[src/rtl/coh_invq_pkg.sv]
package coh_invq_pkg;
  typedef enum logic [1:0] {
    LN_INV = 2'b00,
    LN_SHR = 2'b01,
    LN_EXC = 2'b10,
    LN_MOD = 2'b11
  } line_state_e;
endpackage

[src/rtl/coh_invq_fifo.sv]
module coh_invq_fifo #(
  parameter int WIDTH = 16,
  parameter int DEPTH = 4,
  localparam int PTR_W = (DEPTH > 1) ? $clog2(DEPTH) : 1,
  localparam int CNT_W = $clog2(DEPTH + 1)
) (
  input  logic             clk,
  input  logic             rst_n,
  input  logic             push_i,
  input  logic [WIDTH-1:0] data_i,
  input  logic             pop_i,
  output logic             full_o,
  output logic             empty_o,
  output logic [WIDTH-1:0] head_o,
  output logic [CNT_W-1:0] count_o
);
  logic [WIDTH-1:0] slot_q [DEPTH];
  logic [PTR_W-1:0] wr_ptr_q, wr_ptr_d, rd_ptr_q, rd_ptr_d;
  logic [CNT_W-1:0] cnt_q, cnt_d;

  function automatic logic [PTR_W-1:0] ptr_inc(input logic [PTR_W-1:0] p);
    return (p == PTR_W'(DEPTH - 1)) ? '0 : p + 1'b1;
  endfunction

  always_comb begin
    wr_ptr_d = push_i ? ptr_inc(wr_ptr_q) : wr_ptr_q;
    rd_ptr_d = pop_i  ? ptr_inc(rd_ptr_q) : rd_ptr_q;
    cnt_d    = cnt_q;
    if (push_i && !pop_i) cnt_d = cnt_q + 1'b1;
    if (!push_i && pop_i) cnt_d = cnt_q - 1'b1;
  end

  always_ff @(posedge clk or negedge rst_n) begin
    if (!rst_n) begin
      wr_ptr_q <= '0;
      rd_ptr_q <= '0;
      cnt_q    <= '0;
    end else begin
      wr_ptr_q <= wr_ptr_d;
      rd_ptr_q <= rd_ptr_d;
      cnt_q    <= cnt_d;
    end
  end

  for (genvar g = 0; g < DEPTH; g++) begin : g_slot
    always_ff @(posedge clk) begin
      if (push_i && (wr_ptr_q == PTR_W'(g))) slot_q[g] <= data_i;
    end
  end

  assign full_o  = (cnt_q == CNT_W'(DEPTH));
  assign empty_o = (cnt_q == '0);
  assign head_o  = slot_q[rd_ptr_q];
  assign count_o = cnt_q;
endmodule

[src/rtl/coh_invq_apply.sv]
module coh_invq_apply
  import coh_invq_pkg::*;
#(
  parameter int ADDR_W = 16,
  parameter int IDX_W  = 4,
  localparam int TAG_W = ADDR_W - IDX_W
) (
  input  logic              clk,
  input  logic              rst_n,
  input  logic              head_valid_i,
  input  logic [ADDR_W-1:0] head_addr_i,
  output logic [IDX_W-1:0]  rd_idx_o,
  input  logic [TAG_W-1:0]  rd_tag_i,
  input  logic [1:0]        rd_state_i,
  output logic              wr_en_o,
  output logic [IDX_W-1:0]  wr_idx_o,
  output logic [1:0]        wr_state_o,
  output logic              wb_req_o,
  output logic [ADDR_W-1:0] wb_addr_o,
  input  logic              wb_ack_i,
  output logic              retire_o
);
  logic wb_wait_q, wb_wait_d;
  logic hit;

  assign rd_idx_o = head_addr_i[IDX_W-1:0];
  assign hit = head_valid_i && (rd_tag_i == head_addr_i[ADDR_W-1:IDX_W])
               && (line_state_e'(rd_state_i) != LN_INV);

  always_comb begin
    wb_wait_d = wb_wait_q;
    wr_en_o   = 1'b0;
    retire_o  = 1'b0;
    if (wb_wait_q) begin
      if (wb_ack_i) begin
        wr_en_o   = 1'b1;
        retire_o  = 1'b1;
        wb_wait_d = 1'b0;
      end
    end else if (head_valid_i) begin
      if (hit && (line_state_e'(rd_state_i) == LN_MOD)) begin
        wb_wait_d = 1'b1;
      end else begin
        wr_en_o  = hit;
        retire_o = 1'b1;
      end
    end
  end

  always_ff @(posedge clk or negedge rst_n) begin
    if (!rst_n) wb_wait_q <= 1'b0;
    else        wb_wait_q <= wb_wait_d;
  end

  assign wr_idx_o   = head_addr_i[IDX_W-1:0];
  assign wr_state_o = LN_INV;
  assign wb_req_o   = wb_wait_q;
  assign wb_addr_o  = head_addr_i;
endmodule

[src/rtl/coh_invq_barrier.sv]
module coh_invq_barrier #(
  parameter int DEPTH = 4,
  localparam int CNT_W = $clog2(DEPTH + 1)
) (
  input  logic             clk,
  input  logic             rst_n,
  input  logic             req_i,
  input  logic [CNT_W-1:0] occupancy_i,
  input  logic             retire_i,
  output logic             done_o
);
  logic             busy_q, busy_d;
  logic [CNT_W-1:0] left_q, left_d;
  logic             left_en;

  always_comb begin
    busy_d  = busy_q;
    left_d  = left_q;
    left_en = 1'b0;
    if (!busy_q) begin
      if (req_i) begin
        busy_d  = 1'b1;
        left_en = 1'b1;
        left_d  = occupancy_i - CNT_W'(retire_i);
      end
    end else if (left_q == '0) begin
      busy_d = 1'b0;
    end else if (retire_i) begin
      left_en = 1'b1;
      left_d  = left_q - 1'b1;
    end
  end

  always_ff @(posedge clk or negedge rst_n) begin
    if (!rst_n) begin
      busy_q <= 1'b0;
      left_q <= '0;
    end else begin
      busy_q <= busy_d;
      if (left_en) left_q <= left_d;
    end
  end

  assign done_o = busy_q && (left_q == '0);
endmodule

[src/rtl/coh_invq.sv]
module coh_invq #(
  parameter int ADDR_W = 16,
  parameter int IDX_W  = 4,
  parameter int DEPTH  = 4,
  localparam int TAG_W = ADDR_W - IDX_W,
  localparam int CNT_W = $clog2(DEPTH + 1)
) (
  input  logic              clk,
  input  logic              rst_n,
  input  logic              inv_valid_i,
  input  logic [ADDR_W-1:0] inv_addr_i,
  output logic              inv_ack_o,
  output logic [IDX_W-1:0]  st_rd_idx_o,
  input  logic [TAG_W-1:0]  st_rd_tag_i,
  input  logic [1:0]        st_rd_state_i,
  output logic              st_wr_en_o,
  output logic [IDX_W-1:0]  st_wr_idx_o,
  output logic [1:0]        st_wr_state_o,
  output logic              wb_req_o,
  output logic [ADDR_W-1:0] wb_addr_o,
  input  logic              wb_ack_i,
  input  logic              bar_req_i,
  output logic              bar_done_o
);
  logic              q_full, q_empty, q_retire;
  logic [ADDR_W-1:0] q_head;
  logic [CNT_W-1:0]  q_count;

  assign inv_ack_o = inv_valid_i && !q_full;

  coh_invq_fifo #(.WIDTH(ADDR_W), .DEPTH(DEPTH)) fifo_i (
    .clk(clk), .rst_n(rst_n),
    .push_i(inv_ack_o), .data_i(inv_addr_i), .pop_i(q_retire),
    .full_o(q_full), .empty_o(q_empty), .head_o(q_head), .count_o(q_count)
  );

  coh_invq_apply #(.ADDR_W(ADDR_W), .IDX_W(IDX_W)) apply_i (
    .clk(clk), .rst_n(rst_n),
    .head_valid_i(!q_empty), .head_addr_i(q_head),
    .rd_idx_o(st_rd_idx_o), .rd_tag_i(st_rd_tag_i), .rd_state_i(st_rd_state_i),
    .wr_en_o(st_wr_en_o), .wr_idx_o(st_wr_idx_o), .wr_state_o(st_wr_state_o),
    .wb_req_o(wb_req_o), .wb_addr_o(wb_addr_o), .wb_ack_i(wb_ack_i),
    .retire_o(q_retire)
  );

  coh_invq_barrier #(.DEPTH(DEPTH)) barrier_i (
    .clk(clk), .rst_n(rst_n),
    .req_i(bar_req_i), .occupancy_i(q_count), .retire_i(q_retire),
    .done_o(bar_done_o)
  );
endmodule

[config.mk]
export PLATFORM = sky130hd
export DESIGN_NAME = coh_invq
export DESIGN_NICKNAME = d
export VERILOG_FILES = /design/src/rtl/coh_invq_pkg.sv /design/src/rtl/coh_invq_fifo.sv /design/src/rtl/coh_invq_apply.sv /design/src/rtl/coh_invq_barrier.sv /design/src/rtl/coh_invq.sv
export SDC_FILE = /design/constraint.sdc
export NUM_CORES = 1
export LEC_CHECK = 0
export ABC_AREA = 1
export BUFFER_PORTS_ARGS = -buffer_cell sky130_fd_sc_hd__clkbuf_2
export CAP_MARGIN = 20
export CORE_MARGIN = 2
export CORE_UTILIZATION = 55
export DETAILED_ROUTE_END_ITERATION = 10
export PLACE_DENSITY_LB_ADDON = 0.2
export SETUP_SLACK_MARGIN = 0.15
export SLEW_MARGIN = 25
export SYNTH_ARGS = -nofsm -noshare
export SYNTH_HDL_FRONTEND = slang
export SYNTH_HIERARCHICAL = 1
export SYNTH_SLANG_ARGS = --single-unit
[constraint.sdc]
create_clock -name clk -period 8.2 [get_ports clk]
set_input_delay 1.23 -clock clk [delete_from_list [all_inputs] [get_ports clk]]
set_output_delay 1.23 -clock clk [all_outputs]
set_load 0.02 [all_outputs]
Word level (Yosys, flattened, before mapping)

Memories as Yosys holds them, arrays and structs flattened.
Index checks and enable logic that the tools add are counted.

$add $sub $neg: 6
Eq/ne operators: 9
Mux-type cells: 42
Reduce and logical (&&, ||, !) cells: 25

Operators with widths:

| kind                                              | count |
|---|---|
| 2-to-1 mux 16 bit                                 | 3 |
| OR reduction 16 bit                               | 3 |
| 2-to-1 mux 1 bit                                  | 28 |
| 2-to-1 mux 3 bit                                  | 6 |
| == test 12 bit                                    | 1 |
| logical AND 1 bit                                 | 11 |
| 2-to-1 mux 2 bit                                  | 5 |
| == test 2 bit (second input constant)             | 4 |
| logical NOT 3 bit                                 | 2 |
| nonzero test 2 bit                                | 3 |
| subtractor 3 x 1 -> 3 bit (second input constant) | 2 |
| adder 2 x 1 -> 2 bit (second input constant)      | 2 |
| logical NOT 1 bit                                 | 4 |
| AND reduction 4 bit                               | 1 |
| adder 3 x 1 -> 3 bit (second input constant)      | 1 |
| == test 3 bit (second input constant)             | 1 |
| subtractor 3 x 1 -> 3 bit                         | 1 |
| == test 2 x 1 -> 1 bit (second input constant)    | 1 |
| logical NOT 2 bit                                 | 1 |
| != test 2 x 1 -> 1 bit (second input constant)    | 1 |
| != test 2 bit (second input constant)             | 1 |

Bits in registers: 12
RAM bits: 64
Input bits: 35
Output and inout bits: 30
Logic and storage cells: 89
Memories: 1

Memories:

| name          | words | bits a word | rd ports | clocked after memory_dff | wr ports | line                | source |
|---|---|---|---|---|---|---|---|
| fifo_i.slot_q | 4     | 16          | 1        | 0                        | 1        | coh_invq_fifo.sv:17 | `logic [WIDTH-1:0] slot_q [DEPTH];` |

Depth between registers and ports, before layout

Gate-level depths: netlist (run 1).

Depth after elaboration: 12
Depth in mapped cells: 23
Gate-level depth less buffers: 21

Hierarchy

Netlist (run 1), hierarchy kept.

Modules (own cells, without submodules):

| module           | times used | cells each | area an instance (sq um) | seq. area each (sq um) |
|---|---|---|---|---|
| coh_invq_fifo    | 1          | 240        | 2995.4                   | 2097.0 |
| coh_invq_apply   | 1          | 107        | 548.0                    | 25.0 |
| coh_invq_barrier | 1          | 50         | 334.1                    | 100.1 |
| coh_invq         | 1          | 3          | 13.8                     | 0.0 |

Worst setup path after synthesis (run 1)

OpenSTA, ideal clock, no wires.

Kind: input-to-output
From: input st_rd_tag_i[6]
To: output st_wr_en_o
Data arrival time: 1982 ps
Data required time: 6970 ps
Path slack: 4988 ps
Cell stages on the path: 5
Path buffers: 0
Path through: xnor2_1 -> nand3_2 -> nor2_2 -> nand2_2 -> a21oi_1

Longest elaborated chain between the ends: 7

Ends and longest elaborated chain:

| element               | line                 | source |
|---|---|---|
| from (decl)           | coh_invq.sv:14       | `input logic [TAG_W-1:0] st_rd_tag_i,` |
| == test 12 bit (*)    | coh_invq_apply.sv:27 | `assign hit = head_valid_i && (rd_tag_i == head_addr_i[ADDR_W-1:IDX_W])` |
| logical AND 1 bit (*) | coh_invq_apply.sv:27 |  |
| logical AND 1 bit (*) | coh_invq_apply.sv:28 | `&& (line_state_e'(rd_state_i) != LN_INV);` |
| logical AND 1 bit     | coh_invq_apply.sv:41 | `if (hit && (line_state_e'(rd_state_i) == LN_MOD)) begin` |
| 2-to-1 mux 1 bit (*)  | coh_invq_apply.sv:41 |  |
| 2-to-1 mux 1 bit (*)  | coh_invq_apply.sv:40 | `end else if (head_valid_i) begin` |
| 2-to-1 mux 1 bit (*)  | coh_invq_apply.sv:34 | `if (wb_wait_q) begin` |
| to (decl)             | coh_invq.sv:16       | `output logic st_wr_en_o,` |

Mark *: on every way between the ends. The rest lies on a longest branch, timed or not.

Final worst setup path (run 1)

From: register fifo_i.rd_ptr_q[0]
To: output st_wr_en_o

Longest elaborated chain between the ends: 8

Ends and longest elaborated chain:

| element                      | line                 | source |
|---|---|---|
| from (decl)                  | coh_invq_fifo.sv:18  | `logic [PTR_W-1:0] wr_ptr_q, wr_ptr_d, rd_ptr_q, rd_ptr_d;` |
| from (signal assigned)       | coh_invq_fifo.sv:40  | `rd_ptr_q <= rd_ptr_d;` |
| memory read (4 x 16 bit) (*) | -                    |  |
| == test 12 bit (*)           | coh_invq_apply.sv:27 |  |
| logical AND 1 bit (*)        | coh_invq_apply.sv:27 |  |
| logical AND 1 bit (*)        | coh_invq_apply.sv:28 |  |
| logical AND 1 bit            | coh_invq_apply.sv:41 |  |
| 2-to-1 mux 1 bit (*)         | coh_invq_apply.sv:41 |  |
| 2-to-1 mux 1 bit (*)         | coh_invq_apply.sv:40 |  |
| 2-to-1 mux 1 bit (*)         | coh_invq_apply.sv:34 |  |

Marked as above.

==> results of run 1 <==
## kinds of logic after synthesis
family | count (synthesis) | synth area share
other | 1 | 0.0009637
adder cells (fa/ha/maj) | 11 | 0.03730
AO/OA/AOI/OAI | 45 | 0.07846
buffers and inverters | 124 | 0.1611
XOR/XNOR | 2 | 0.004502
flip-flops | 76 | 0.5711
AND/OR/NAND/NOR | 141 | 0.1466
## stage by stage
step / hold WS [ps] / cells
global route: 530.2 / 537
finish: 489.2 / 537
floorplan: 448.8 / 401
detailed placement: 468.1 / 521
CTS: 487.1 / 537
global placement: 466.6 / 521
## path summary, 6_finish.rpt
path                                          start                   to  slack (ps)
min in group asynchronous                     rst_n  barrier_i/left_q[2]         770
worst min-delay path            barrier_i/left_q[1]  barrier_i/left_q[1]         490
worst max-delay path             fifo_i/rd_ptr_q[0]           st_wr_en_o        4220
worst min register to register  barrier_i/left_q[1]  barrier_i/left_q[1]         490
worst max register to register   fifo_i/rd_ptr_q[0]    fifo_i/count_o[2]        4580
max in group asynchronous                     rst_n   fifo_i/wr_ptr_q[0]        7180
## per-layer routing
layer	global-route usage	up-vias	routed length, um
li1	-	1318	-
met1	0.2509	1180	3139
met2	0.3313	59	3317
met3	0.04430	11	367
met4	0.07713	0	121
met5	0	-	0
## registers in the layout, summed over array words and instances, names as in the netlist
name and cells:
fifo_i/count_o 3, barrier_i/busy_q 1, barrier_i/left_q 3, apply_i/wb_req_o 1
fifo_i/wr_ptr_q 2, fifo_i/slot_q 64, fifo_i/rd_ptr_q 2
## worst max-delay path, delay by kind of cell (launching register included)
kind	cells	cell delay (ps)
flip-flops	1	410
AND/OR/NAND/NOR	8	840
buffers and inverters	2	890
AO/OA/AOI/OAI	2	250
## layout by cell type (no fill, tap or decap), types with 3 or more instances in the layout
cell type  netlist  final
a21oi_1          5      5
clkbuf_2         0     62
clkbuf_8         0      9
clkinv_1         0      3
dfrtp_1         12     12
edfxtp_1        64     64
ha_1            10     10
inv_1           84     84
nand2_1        119    119
nand3_1          5      5
nor2_1           5      5
nor2_2           3      3
o211ai_1        32     32
o21ai_0          8      8
## layout make-up
class,count,share of cell area
Sequential cell,76,0.5286
Multi-Input combinational cell,201,0.2488
Inverter,86,0.07679
Timing Repair Buffer,62,0.07381
Clock buffer,10,0.03036
Tap cell,96,0.02857
Clock inverter,6,0.01310
## report_power, final
group          internal (mW)  total [mW]  switching (mW)  leakage, nW
clock                  0.138       0.267           0.130       0.0928
combinational          0.230       0.738           0.509         1.24
sequential             0.518       0.574          0.0557        0.733
total                  0.886        1.58           0.694         2.06
==> impl_metrics.py, run 1 <==
metrics = {
    "outcome": {
        "status": "completed",
    },
    "timing": {
        "fmax_ghz": 0.2512,
        "fin_crit_ps": 3981,
        "slew_headroom": 0.3651,
        "setup_ws_ps": 4219,
        "setup_viol": 0,
        "tightest_slew_ps": 950.9,
        "setup_tns_ps": 0,
        "finalHoldViolations": 0,
        "rsz0062_at_grt": "no",
        "clock_skew_ps": 7.009,
        "maxSlewViolCount": 0,
        "fin_crit_sh": 0.4855,
    },
    "die": {
        "die_area_um2": 7763,
        "core_um2": 6832,
        "start_util": 0.5696,
        "pin_count": 65,
        "die_h_um": 88.11,
        "chipWidth_um": 88.11,
        "rows": 30,
    },
    "placed_design": {
        "gp_congestion": 0.8251,
        "placed_cell_area_um2": 4021,
        "dp_hpwl_um": 4775,
        "dp_slack_ps": 4610,
        "io_buffers": 62,
    },
    "yosys": {
        "yosysTopAreaCell": "edfxtp_1",
        "yosysSeqAreaShare": 0.5711,
        "synth_edf_count": 64,
        "synth_seq_cells": 76,
        "synthArstFlopShare": 0.1579,
        "ys_warn_count": 6,
        "synth_cell_types": 24,
        "synth_area_um2": 3891,
        "synth_top_area_frac": 0.4939,
        "synth.most_common_cell": "nand2_1",
        "synth_top_cells_by_area": "edfxtp_1 49%, nand2_1 11%, inv_1 8.1%, dfrtp_1 7.7%, o211ai_1 6.2%",
        "syn_inst": 400,
        "synthTopCellsByCount": "119 x nand2_1, 84 x inv_1, 64 x edfxtp_1",
        "synth_ff_type": "edfxtp_1",
        "syn_avg_cell_area_um2": 9.728,
    },
    "critical_path": {
        "criticalPathCategory": "flop to output pin",
        "cp_data_required_time_ps": 6970,
        "path_max_fanout": 65,
        "crit_chain": "inv_2, nand2_1, o211ai_1, nand2_1, nand2_1, nand2_1, nor2_1, nand2_1, nor2_2, nand2_2, a21oi_1, clkbuf_2",
        "arrival_ps": 2750,
        "cp_slowest_cell": "inv_2",
        "crit_top_cell": "nand2_1",
        "max_stage_delay_ps": 700,
        "end_kind": "output pin",
        "reg2reg_depth": 20,
        "crit_path_start_kind": "flop",
    },
    "final_layout": {
        "multi_input_area_um2": 1046,
        "antenna_cells": 0,
        "final_util": 0.6154,
        "seq_area_um2": 2222,
        "nets": 482,
        "syn2layout_area_growth_pct": 8.039,
        "fill_cells": 596,
        "fin_area_um2": 4204,
        "drive_above_1_share": 0.1859,
    },
    "route": {
        "ant_nets": 0,
        "drtPass1Iterations": 4,
        "drc": 0,
        "wirelength_um": 6946,
        "avgRoutedWirePerCell_um": 12.93,
        "via_per_inst": 4.782,
        "drt-initial-drc-count": 124,
        "vias": 2568,
    },
    "cts": {
        "clock_path_buffers": 2,
        "numCtsBuffers": 9,
        "clkSinkCount": 76,
        "cts.reportedPaths.clkPinSlew_ps": 70,
        "post_cts_resized": 0,
        "clock_latency_ps": 340,
        "post_cts_buffers": 0,
        "tritoncts": "done",
        "postCtsHoldBufs": 0,
        "htree_levels": 3,
        "ctsRootBufferMaster": "clkbuf_8",
    },
    "pwr": {
        "powerDensity_nw_per_um2": 375.8,
        "leakage_nw": 2.063,
        "peakVddDrop_mv": 0.2082,
        "power_mw": 1.580,
    },
    "global_route": {
        "grt_pass1_wl_um": 11370,
        "grt_pass1_vias": 2465,
        "track_usage": 0.1973,
        "antenna_found_initial": 0,
        "grt_max_degree": 66,
        "overflow": 0,
    },
    "hold_path": {
        "hold_depth": 2,
        "hold_path.class": "flop to flop",
    },
    "job": {
        "cap_violations": 0,
    },
}
(Power assumes the default switching activity.)
==> run 2: changes to the inputs <==
CORE_UTILIZATION = 51   (was 55)
clock period = 3.29 ns   (was 8.2 ns; I/O delays follow)
==> impl_metrics.py, run 2 (synthesis results as in run 1) <==
metrics = {
    "critical_path": {
        "crit_top_cell": "nand2_1",
        "cp_data_required_time_ps": 3580,
        "crit_path_start_kind": "flop",
        "end_kind": "flop",
        "r2r-end": "barrier_i/left_q[1]",
        "path_max_fanout": 17,
        "reg2reg_setup_slack_ps": 460,
        "crit_chain": "inv_2, o211ai_1, nand2_1, inv_1, nand2_1, nand2_1, nor2_1, nand2_1, nor2_2, nand2_2, nand2_1, a21oi_1, buf_4, ha_1, ha_1, or2_0, o21ai_0, nand2_1, nand2_1",
        "reg2reg_from": "fifo_i/rd_ptr_q[1]",
        "criticalPathCategory": "flop to flop",
        "reg2reg_depth": 19,
        "max_stage_delay_ps": 500,
        "cp_slowest_cell": "dfrtp_1",
        "arrival_ps": 3120,
    },
    "route": {
        "vias": 2606,
        "drc": 0,
        "ant_nets": 0,
        "drt-initial-drc-count": 150,
        "drtPass1Iterations": 4,
        "via_per_inst": 4.782,
        "avgRoutedWirePerCell_um": 12.73,
        "wirelength_um": 6938,
    },
    "final_layout": {
        "final_cell_mix": "119 x nand2_1, 84 x inv_1, 64 x edfxtp_1",
        "fin_area_um2": 4240,
        "top_register": "fifo_i/slot_q",
        "fill_cells": 640,
        "syn2layout_area_growth_pct": 8.971,
        "antenna_cells": 0,
        "seq_area_um2": 2222,
        "drive_above_1_share": 0.2018,
        "largest_reg_flops": 64,
        "mostFrequentLayoutCell": "nand2_1",
        "multi_input_area_um2": 1046,
        "nets": 487,
    },
    "timing": {
        "setup_viol": 0,
        "rsz0062_at_grt": "no",
        "finalHoldViolations": 0,
        "fin_crit_sh": 0.8596,
        "clock_skew_ps": 9.941,
        "fin_crit_ps": 2828,
        "setup_tns_ps": 0,
        "tightest_slew_ps": 786.1,
        "maxSlewViolCount": 0,
        "fmax_ghz": 0.3536,
        "slew_headroom": 0.4754,
    },
    "cts": {
        "htree_levels": 3,
        "tritoncts": "done",
        "post_cts_buffers": 0,
        "clock_latency_ps": 340,
        "postCtsHoldBufs": 0,
        "clkSinkCount": 76,
        "post_cts_resized": 0,
        "ctsRootBufferMaster": "clkbuf_8",
        "cts.reportedPaths.clkPinSlew_ps": 80,
        "numCtsBuffers": 9,
        "clock_path_buffers": 2,
    },
    "placed_design": {
        "io_buffers": 62,
        "gp_congestion": 0.8082,
        "dp_hpwl_um": 4831,
        "placed_cell_area_um2": 4063,
    },
    "hold_path": {
        "hold_path.class": "input port to async pin",
    },
    "global_route": {
        "met2_usage": 0.2679,
        "use_met1": 0.2461,
        "top_usage_layer": "met2",
        "track_usage": 0.1778,
        "met3_usage": 0.04398,
        "antenna_found_initial": 0,
        "overflow": 0,
        "grt_pass1_wl_um": 11430,
        "grt_pass1_vias": 2448,
        "grt_max_degree": 37,
    },
    "outcome": {
        "status": "completed",
    },
    "pwr": {
        "powerDensity_nw_per_um2": 928.6,
        "peakVddDrop_mv": 0.4775,
        "leakage_nw": 2.078,
    },
    "die": {
        "start_util": 0.5308,
        "rows": 31,
        "die_h_um": 91.35,
        "chipWidth_um": 91.35,
        "pin_count": 65,
        "core_um2": 7331,
        "die_area_um2": 8345,
    },
    "job": {
        "cap_violations": 0,
    },
}
-- run 2: cell types whose count changed in the layout (fill, tap and decap cells not counted), sizes merged --
cell	change
clkbuf	-1
inv	+2
clkinv	-2
buf	+5
clkinvlp	+2
bufinv	-1
-- run 2: per-layer routing --
metal	up-vias	wire, um
li1	1329	-
met1	1176	3273
met2	89	3060
met3	12	476
met4	0	127
met5	-	0
-- run 2: power by group --
part,leakage (nW),total [mW],switching [mW],internal (mW)
combinational,1.26,1.91,1.30,0.610
clock,0.0837,0.624,0.348,0.276
sequential,0.733,1.41,0.116,1.29
-- run 2: layout make-up --
type	instances	area share
Clock inverter	7	0.01180
Timing Repair Buffer	67	0.08292
Multi-Input combinational cell	201	0.2467
Clock buffer	9	0.02921
Tap cell	99	0.02921
Inverter	86	0.07613
Sequential cell	76	0.5240
-- run 2: worst max-delay path by stage --
stage	startpoint	endpoint	slack, ps	cells after the start
floorplan	fifo_i/rd_ptr_q[1]	fifo_i/count_o[2]	640	20
global placement	fifo_i/rd_ptr_q[1]	barrier_i/left_q[1]	530	19
detailed placement	fifo_i/rd_ptr_q[0]	fifo_i/count_o[2]	410	21
CTS	fifo_i/rd_ptr_q[0]	fifo_i/count_o[2]	410	21
global route	fifo_i/rd_ptr_q[1]	barrier_i/left_q[1]	160	19
finish	fifo_i/rd_ptr_q[1]	barrier_i/left_q[1]	460	19
-- run 2: worst max-delay path: cells and delay by family, from the launching register on --
kind,cells,cell delay (ps)
AO/OA/AOI/OAI,3,290
AND/OR/NAND/NOR,11,1020
flip-flops,1,500
adder cells (fa/ha/maj),2,440
buffers and inverters,3,540
-- run 2: stage by stage --
stage               setup slack [ps]    util  std cells  hold WS (ps)  total power [mW]
finish                         461.9  0.5784        545         24.93             3.937
detailed placement             407.0  0.5542        529         399.6             3.335
floorplan                      642.7       -        401         197.9             3.155
global placement               529.3  0.5542        529         405.0             3.296
global route                   163.3  0.5784        545         22.85             4.264
CTS                            410.9  0.5779        545         20.55             3.963
